==> src/rtl/upgrade_pkg.sv <==
`timescale 1ns/1ps
package upgrade_pkg;

  typedef enum logic [2:0] {
    LS_INV = 3'd0,
    LS_SC  = 3'd1,
    LS_SD  = 3'd2,
    LS_UC  = 3'd3,
    LS_UD  = 3'd4
  } lineState_e;

  typedef enum logic [1:0] {
    SN_READ_ONCE   = 2'd0,
    SN_READ_SHARED = 2'd1,
    SN_READ_UNIQUE = 2'd2,
    SN_CLEAN_INV   = 2'd3
  } snoopKind_e;

  // strobes from control to datapath
  typedef struct packed {
    logic loadAddr;
    logic clearColl;
    logic watchSnoop;
    logic captureData;
  } seqStrobe_t;

endpackage

==> src/rtl/upgrade_dpath.sv <==
`timescale 1ns/1ps
module upgrade_dpath
  import upgrade_pkg::*;
#(
  parameter int ADDR_W = 32,
  parameter int OFF_W  = 6,
  parameter int LINE_W = 128
) (
  input  logic              clk,
  input  logic              rstN,
  input  seqStrobe_t        strobe,
  input  logic [ADDR_W-1:0] reqAddr,
  input  logic              snpValid,
  input  logic [1:0]        snpKind,
  input  logic [ADDR_W-1:0] snpAddr,
  input  logic [LINE_W-1:0] busRespData,
  output logic [ADDR_W-1:0] heldAddr,
  output logic [LINE_W-1:0] heldData,
  output logic              collInv,
  output logic              collShared,
  output logic              dataWritten
);

  localparam logic [ADDR_W-1:0] LINE_MASK = ~((ADDR_W)'((64'd1 << OFF_W) - 64'd1));

  logic invSeen;
  logic sharedSeen;
  logic lineHit;
  logic hitInv;
  logic hitShared;
  snoopKind_e kindNow;

  assign kindNow   = snoopKind_e'(snpKind);
  assign lineHit   = snpValid && strobe.watchSnoop &&
                     ((snpAddr & LINE_MASK) == (heldAddr & LINE_MASK));
  assign hitInv    = lineHit && (kindNow == SN_CLEAN_INV || kindNow == SN_READ_UNIQUE);
  assign hitShared = lineHit && (kindNow == SN_READ_SHARED);

  always_ff @(posedge clk) begin
    if (!rstN) begin
      heldAddr    <= '0;
      heldData    <= '0;
      invSeen     <= 1'b0;
      sharedSeen  <= 1'b0;
      dataWritten <= 1'b0;
    end else begin
      if (strobe.loadAddr) begin
        heldAddr    <= reqAddr;
        dataWritten <= 1'b0;
      end
      if (strobe.clearColl) begin
        invSeen    <= 1'b0;
        sharedSeen <= 1'b0;
      end else begin
        invSeen    <= invSeen | hitInv;
        sharedSeen <= sharedSeen | hitShared;
      end
      if (strobe.captureData) begin
        heldData    <= busRespData;
        dataWritten <= 1'b1;
      end
    end
  end

  // include the current cycle so a snoop beside the response still counts
  assign collInv    = invSeen | hitInv;
  assign collShared = sharedSeen | hitShared;

endmodule

==> src/rtl/upgrade_ctrl.sv <==
`timescale 1ns/1ps
module upgrade_ctrl
  import upgrade_pkg::*;
(
  input  logic       clk,
  input  logic       rstN,
  input  logic       reqValid,
  input  logic [2:0] lookupState,
  input  logic       busReqReady,
  input  logic       busRespValid,
  input  logic       collInv,
  input  logic       collShared,
  output seqStrobe_t strobe,
  output logic       reqReady,
  output logic       busReqValid,
  output logic       busReqUnique,
  output logic       finish
);

  typedef enum logic [2:0] {
    ST_IDLE, ST_CHECK, ST_CLEAN_REQ, ST_CLEAN_WAIT, ST_MISS_REQ, ST_MISS_WAIT, ST_FINISH
  } seqState_e;

  seqState_e stateQ;
  seqState_e stateD;

  always_comb begin
    stateD = stateQ;
    unique case (stateQ)
      ST_IDLE:   if (reqValid) stateD = ST_CHECK;
      ST_CHECK: begin
        unique case (lineState_e'(lookupState))
          LS_INV:        stateD = ST_MISS_REQ;
          LS_SC, LS_SD:  stateD = ST_CLEAN_REQ;
          default:       stateD = ST_FINISH;
        endcase
      end
      ST_CLEAN_REQ:  if (busReqReady) stateD = ST_CLEAN_WAIT;
      ST_CLEAN_WAIT: begin
        if (busRespValid) begin
          if (collInv)         stateD = ST_MISS_REQ;
          else if (collShared) stateD = ST_CHECK;
          else                 stateD = ST_FINISH;
        end
      end
      ST_MISS_REQ:  if (busReqReady) stateD = ST_MISS_WAIT;
      ST_MISS_WAIT: if (busRespValid) stateD = ST_FINISH;
      ST_FINISH:    stateD = ST_IDLE;
      default:      stateD = ST_IDLE;
    endcase
  end

  always_ff @(posedge clk) begin
    if (!rstN) stateQ <= ST_IDLE;
    else       stateQ <= stateD;
  end

  always_comb begin
    strobe.loadAddr    = (stateQ == ST_IDLE) && reqValid;
    strobe.clearColl   = (stateQ == ST_CHECK);
    strobe.watchSnoop  = (stateQ == ST_CLEAN_REQ) || (stateQ == ST_CLEAN_WAIT);
    strobe.captureData = (stateQ == ST_MISS_WAIT) && busRespValid;
  end

  assign reqReady     = (stateQ == ST_IDLE);
  assign busReqValid  = (stateQ == ST_CLEAN_REQ) || (stateQ == ST_MISS_REQ);
  assign busReqUnique = (stateQ == ST_MISS_REQ);
  assign finish       = (stateQ == ST_FINISH);

endmodule

==> src/rtl/upgrade_sequencer.sv <==
`timescale 1ns/1ps
module upgrade_sequencer
  import upgrade_pkg::*;
#(
  parameter int ADDR_W = 32,
  parameter int OFF_W  = 6,
  parameter int LINE_W = 128
) (
  input  logic              clk,
  input  logic              rstN,
  input  logic              reqValid,
  input  logic [ADDR_W-1:0] reqAddr,
  output logic              reqReady,
  input  logic [2:0]        lookupState,
  output logic              busReqValid,
  output logic              busReqUnique,
  input  logic              busReqReady,
  input  logic              busRespValid,
  input  logic [LINE_W-1:0] busRespData,
  input  logic              snpValid,
  input  logic [1:0]        snpKind,
  input  logic [ADDR_W-1:0] snpAddr,
  output logic [ADDR_W-1:0] lineAddr,
  output logic              lineWrEn,
  output logic [2:0]        lineWrState,
  output logic              lineWrDataEn,
  output logic [LINE_W-1:0] lineWrData,
  output logic              doneValid,
  output logic              doneWrote
);

  seqStrobe_t strobe;
  logic       collInv;
  logic       collShared;
  logic       dataWritten;
  logic       finish;

  upgrade_ctrl u_ctrl (
    .clk         (clk),
    .rstN        (rstN),
    .reqValid    (reqValid),
    .lookupState (lookupState),
    .busReqReady (busReqReady),
    .busRespValid(busRespValid),
    .collInv     (collInv),
    .collShared  (collShared),
    .strobe      (strobe),
    .reqReady    (reqReady),
    .busReqValid (busReqValid),
    .busReqUnique(busReqUnique),
    .finish      (finish)
  );

  upgrade_dpath #(
    .ADDR_W(ADDR_W),
    .OFF_W (OFF_W),
    .LINE_W(LINE_W)
  ) u_dpath (
    .clk        (clk),
    .rstN       (rstN),
    .strobe     (strobe),
    .reqAddr    (reqAddr),
    .snpValid   (snpValid),
    .snpKind    (snpKind),
    .snpAddr    (snpAddr),
    .busRespData(busRespData),
    .heldAddr   (lineAddr),
    .heldData   (lineWrData),
    .collInv    (collInv),
    .collShared (collShared),
    .dataWritten(dataWritten)
  );

  assign doneValid    = finish;
  assign doneWrote    = dataWritten;
  assign lineWrEn     = finish;
  assign lineWrState  = LS_UD;
  assign lineWrDataEn = dataWritten;

endmodule

==> config.mk <==
export PLATFORM = sky130hd
export DESIGN_NAME = upgrade_sequencer
export DESIGN_NICKNAME = d
export VERILOG_FILES = /design/src/rtl/upgrade_pkg.sv /design/src/rtl/upgrade_dpath.sv /design/src/rtl/upgrade_ctrl.sv /design/src/rtl/upgrade_sequencer.sv
export SDC_FILE = /design/constraint.sdc
export NUM_CORES = 1
export LEC_CHECK = 0
export ABC_AREA = 1
export BUFFER_PORTS_ARGS = -buffer_cell sky130_fd_sc_hd__buf_2
export CORE_AREA = 5 5 143 145
export DETAILED_ROUTE_END_ITERATION = 8
export DIE_AREA = 0 0 148 150
export GPL_TIMING_DRIVEN = 0
export PLACE_DENSITY = 0.63
export SLEW_MARGIN = 20
export SYNTH_ARGS = -nofsm -noshare
export SYNTH_HDL_FRONTEND = slang
export SYNTH_HIERARCHICAL = 1
export SYNTH_SLANG_ARGS = --single-unit
export TNS_END_PERCENT = 50
==> constraint.sdc <==
create_clock -name clk -period 1.96 [get_ports clk]
set_input_delay 0.294 -clock clk [delete_from_list [all_inputs] [get_ports clk]]
set_output_delay 0.294 -clock clk [all_outputs]
set_load 0.1 [all_outputs]
==> flow_summary.rst <==
.. list-table::
   :header-rows: 1

   * - Metric
     - Value
   * - Status
     - complete, no violations
   * - Min cycle time layout
     - approximately 1.9 ns
   * - I/O pin cnt
     - roughly 370
   * - Number of distinct standard cells referenced by the synthesized netlist
     - 23
   * - CTS Hold Bufs
     - 0
   * - Input/output buffers
     - around 360
   * - Final Hold Vio Count
     - 0
   * - Multi-input logic area
     - about 2700 um^2
   * - Detailed Route WL
     - 23.28 mm
   * - Most area-consuming cells after synthesis
     - sky130_fd_sc_hd__dfxtp_1 (51%), sky130_fd_sc_hd__nor2_1 (18%), sky130_fd_sc_hd__o21ai_0 (13%)
   * - Number of remaining DRC errors
     - 0
   * - Kind of path behind the tightest hold check
     - input port to flip-flop
   * - Max-slew headroom
     - 63.60%
   * - FF/Latch Area
     - 3361 um^2
   * - Worst-Margin Slew
     - ~0.55 ns
   * - Unrepaired setup endpoints after global routing
     - true
   * - Yosys warning count
     - 6
   * - Total congestion overflow
     - 0
   * - Critical Path Source Type
     - flip-flop
   * - Placed insts
     - about 1500
   * - NumNets Final
     - between 1000 and 1500
   * - Finished Core Util
     - around half
   * - Clock transition at path regs
     - roughly 0.070 ns
   * - Gp weighted congestion
     - between 0.8 and 0.9
   * - Final Setup Violations
     - 0
   * - Ratio of cells with drive above 1 in the final layout
     - about two fifths
   * - Netlist Area Pre-Place
     - roughly 6500 um^2
   * - Total Routing Usage GR
     - about a fifth
   * - Leakage power
     - just over 5 nW
   * - TritonRoute pass-1 iters
     - 5
   * - Max Fclk
     - approximately 0.52 GHz
   * - Number of synthesized flops with an enable pin
     - 0
   * - Path type of the worst setup path
     - flip-flop to flip-flop
   * - Worst-case setup margin in the final layout
     - between 0.03 and 0.04 ns
   * - Pin count of the biggest net entering global routing
     - 17
   * - Tcrit/Tclk final
     - ~98%
   * - Synthesized area per cell
     - between 7 and 8 um^2
   * - FFs w/ async S/R, synth
     - 0%
   * - Num Clock Sinks
     - around 170
   * - CP Data Arrival Time
     - 2.23 ns
   * - Antenna violations before repair
     - 1
   * - Sequential cell area fraction in the yosys report
     - 51.40%
   * - Clock tree from TritonCTS
     - built
   * - Critical path fanouts, max
     - 7
   * - Power per standard cell area
     - 1305 nW/um^2
   * - Site row count
     - just over 50
   * - Share of the synthesized area in the top cell type
     - about half
   * - Most numerous cell in the Yosys netlist
     - sky130_fd_sc_hd__nor2_1
   * - Root buffer cell
     - sky130_fd_sc_hd__clkbuf_16
   * - Required time at the worst-slack endpoint
     - around 2.3 ns
   * - Number of levels the H-tree was split into
     - 4
   * - Synthesis-stage register bit count
     - approximately 170
   * - Worst hold margin
     - about 0.089 ns
   * - Most frequent cells after synthesis
     - sky130_fd_sc_hd__nor2_1 (306), sky130_fd_sc_hd__dfxtp_1 (166), sky130_fd_sc_hd__o21ai_0 (162)
   * - Critical Path End Type
     - flip-flop
   * - Starting DRT DRC Count
     - between 200 and 300
   * - Clock skew
     - between 0.01 and 0.015 ns
   * - Maximum buffer depth of the clock tree
     - 2
   * - First-pass GRT wire length
     - between 30 and 40 mm
   * - Post-DP HPWL
     - ~18 mm
   * - X dimension of the die
     - about 150 um
   * - Routed wire per std cell
     - around 15 um
   * - Die height
     - roughly 150 um
   * - Effective utilization at floorplan
     - between 30% and 40%
   * - IR Drop Worst-Case VDD
     - about 0.55 mV
   * - Inserted Clock Buffers
     - 17
   * - Via total after detailed routing
     - roughly 7000
   * - Final Max Slew Viols
     - 0
   * - Antenna violation net count after detailed routing
     - 0
   * - Core box area
     - between 15000 and 20000 um^2
   * - Number of instances in the synthesized netlist
     - slightly below 900
   * - Yosys top cell by area
     - sky130_fd_sc_hd__dfxtp_1
   * - Number of maximum-capacitance constraint violations
     - 0
   * - Insertion delay of the later-clocked pin in the worst-skew pair
     - about 0.42 ns
   * - FILL cells
     - approximately 2000
   * - Most instantiated flip-flop cell in the synthesis netlist
     - sky130_fd_sc_hd__dfxtp_1
   * - Pre-CTS setup slack
     - -0.2905 ns
   * - Via count of the first global-routing pass
     - 6615
   * - Die area
     - 22200 um^2
   * - Synthesis-to-finish area growth
     - 44.09%
   * - Number of cells in the finished layout apart from fillers
     - about 1500
   * - Antenna diodes
     - 0
   * - Drt via density
     - ~4.6
[logic make-up (layout without fill, tap and decap cells)]
logic type      Yosys count  count (layout)  synth area share (%)
flops                   166             166                 51.40
buf+inv                 114             514                 8.051
other cells               2               3                0.1162
compound gates          182             182                 14.09
xor+xnor                 10              10                 1.355
simple gates            409             409                 24.99
[sequential cells by signal (all words and copies together), names as in the netlist]
signal / cells
u_dpath/heldData: 128
u_dpath/heldAddr: 32
u_ctrl/stateQ: 3
u_dpath/dataWritten: 1
u_dpath/invSeen: 1
u_dpath/sharedSeen: 1
[final timing paths]
kind,endpoint,slack [ns],depth (start not counted),startpoint
max reg2reg,u_ctrl/stateQ[0],0.04,17,u_ctrl/stateQ[2]
min,u_dpath/heldData[126],0.09,3,busRespData[126]
max,u_ctrl/stateQ[0],0.04,17,u_ctrl/stateQ[2]
min reg2reg,u_dpath/invSeen,0.47,2,u_dpath/invSeen
[stage by stage]
step	instance area, um^2	total power [W]	TNS, ns
after floorplan	6509	0.007870	0
after global placement	8623	0.008818	-5.358
after detailed placement	8623	0.008843	-7.168
after CTS	9219	0.01218	-0.04277
after global routing	9315	0.01271	-0.1893
final	9315	0.01216	0
[worst max-delay path, cell delays in order, from the launching register on]
cell and delay (ns):
sky130_fd_sc_hd__dfxtp_1 0.31, sky130_fd_sc_hd__buf_6 0.13, sky130_fd_sc_hd__nor2_4 0.15, sky130_fd_sc_hd__nand2_1 0.06
sky130_fd_sc_hd__nor2_1 0.08, sky130_fd_sc_hd__nand2_1 0.09, sky130_fd_sc_hd__nor2_2 0.15, sky130_fd_sc_hd__nand2_2 0.08
sky130_fd_sc_hd__nor2_4 0.13, sky130_fd_sc_hd__nand3_2 0.10, sky130_fd_sc_hd__nand2_2 0.08, sky130_fd_sc_hd__inv_1 0.05
sky130_fd_sc_hd__nand2_2 0.06, sky130_fd_sc_hd__nand2_1 0.05, sky130_fd_sc_hd__o21ai_1 0.08, sky130_fd_sc_hd__nand4_1 0.10
sky130_fd_sc_hd__nand2_1 0.08, sky130_fd_sc_hd__nor2_1 0.03
[cell type report]
cell class              instances  area share, %
clock inverters                12          1.263
multi-input cells             604          28.81
flip-flops and latches        166          36.08
well taps                     238          3.197
inverters                      56          2.257
plain buffers                  58          3.479
repair buffers                368          20.01
clock buffers                  20          4.903
[cell usage in the layout, fill, tap and decap left out, types with 6 or more instances in the layout]
master / count
sky130_fd_sc_hd__nor2_1: 301
sky130_fd_sc_hd__a21oi_1: 20
sky130_fd_sc_hd__nand2_2: 6
sky130_fd_sc_hd__clkbuf_1: 20
sky130_fd_sc_hd__xnor2_1: 10
sky130_fd_sc_hd__buf_2: 372
sky130_fd_sc_hd__inv_1: 48
sky130_fd_sc_hd__clkbuf_16: 17
sky130_fd_sc_hd__dfxtp_2: 27
sky130_fd_sc_hd__dfxtp_1: 138
sky130_fd_sc_hd__o21ai_0: 161
sky130_fd_sc_hd__clkbuf_2: 6
sky130_fd_sc_hd__nor2_2: 6
sky130_fd_sc_hd__nand2_1: 74
sky130_fd_sc_hd__buf_4: 23
sky130_fd_sc_hd__inv_2: 8
[routing by layer]
metal	routed length, um	track usage (%)
met5	11	0
met4	421	6.143
met3	2279	7.238
met2	11310	34.69
met1	9248	23.33
[power by group]
group          internal [W]  total, W  leakage (nW)  switching (W)
registers           0.00378   0.00404          1.35       0.000263
logic              0.000930   0.00483          3.49        0.00390
clock network       0.00184   0.00329         0.275        0.00145
[what timing repair did]
action / CTS / global route
pin swaps: 1 / 8
resized for setup: 7 / 29
endpoints found under the setup margin: 52 / 140
setup buffers: 0 / 5
(Power assumes the default switching activity.)
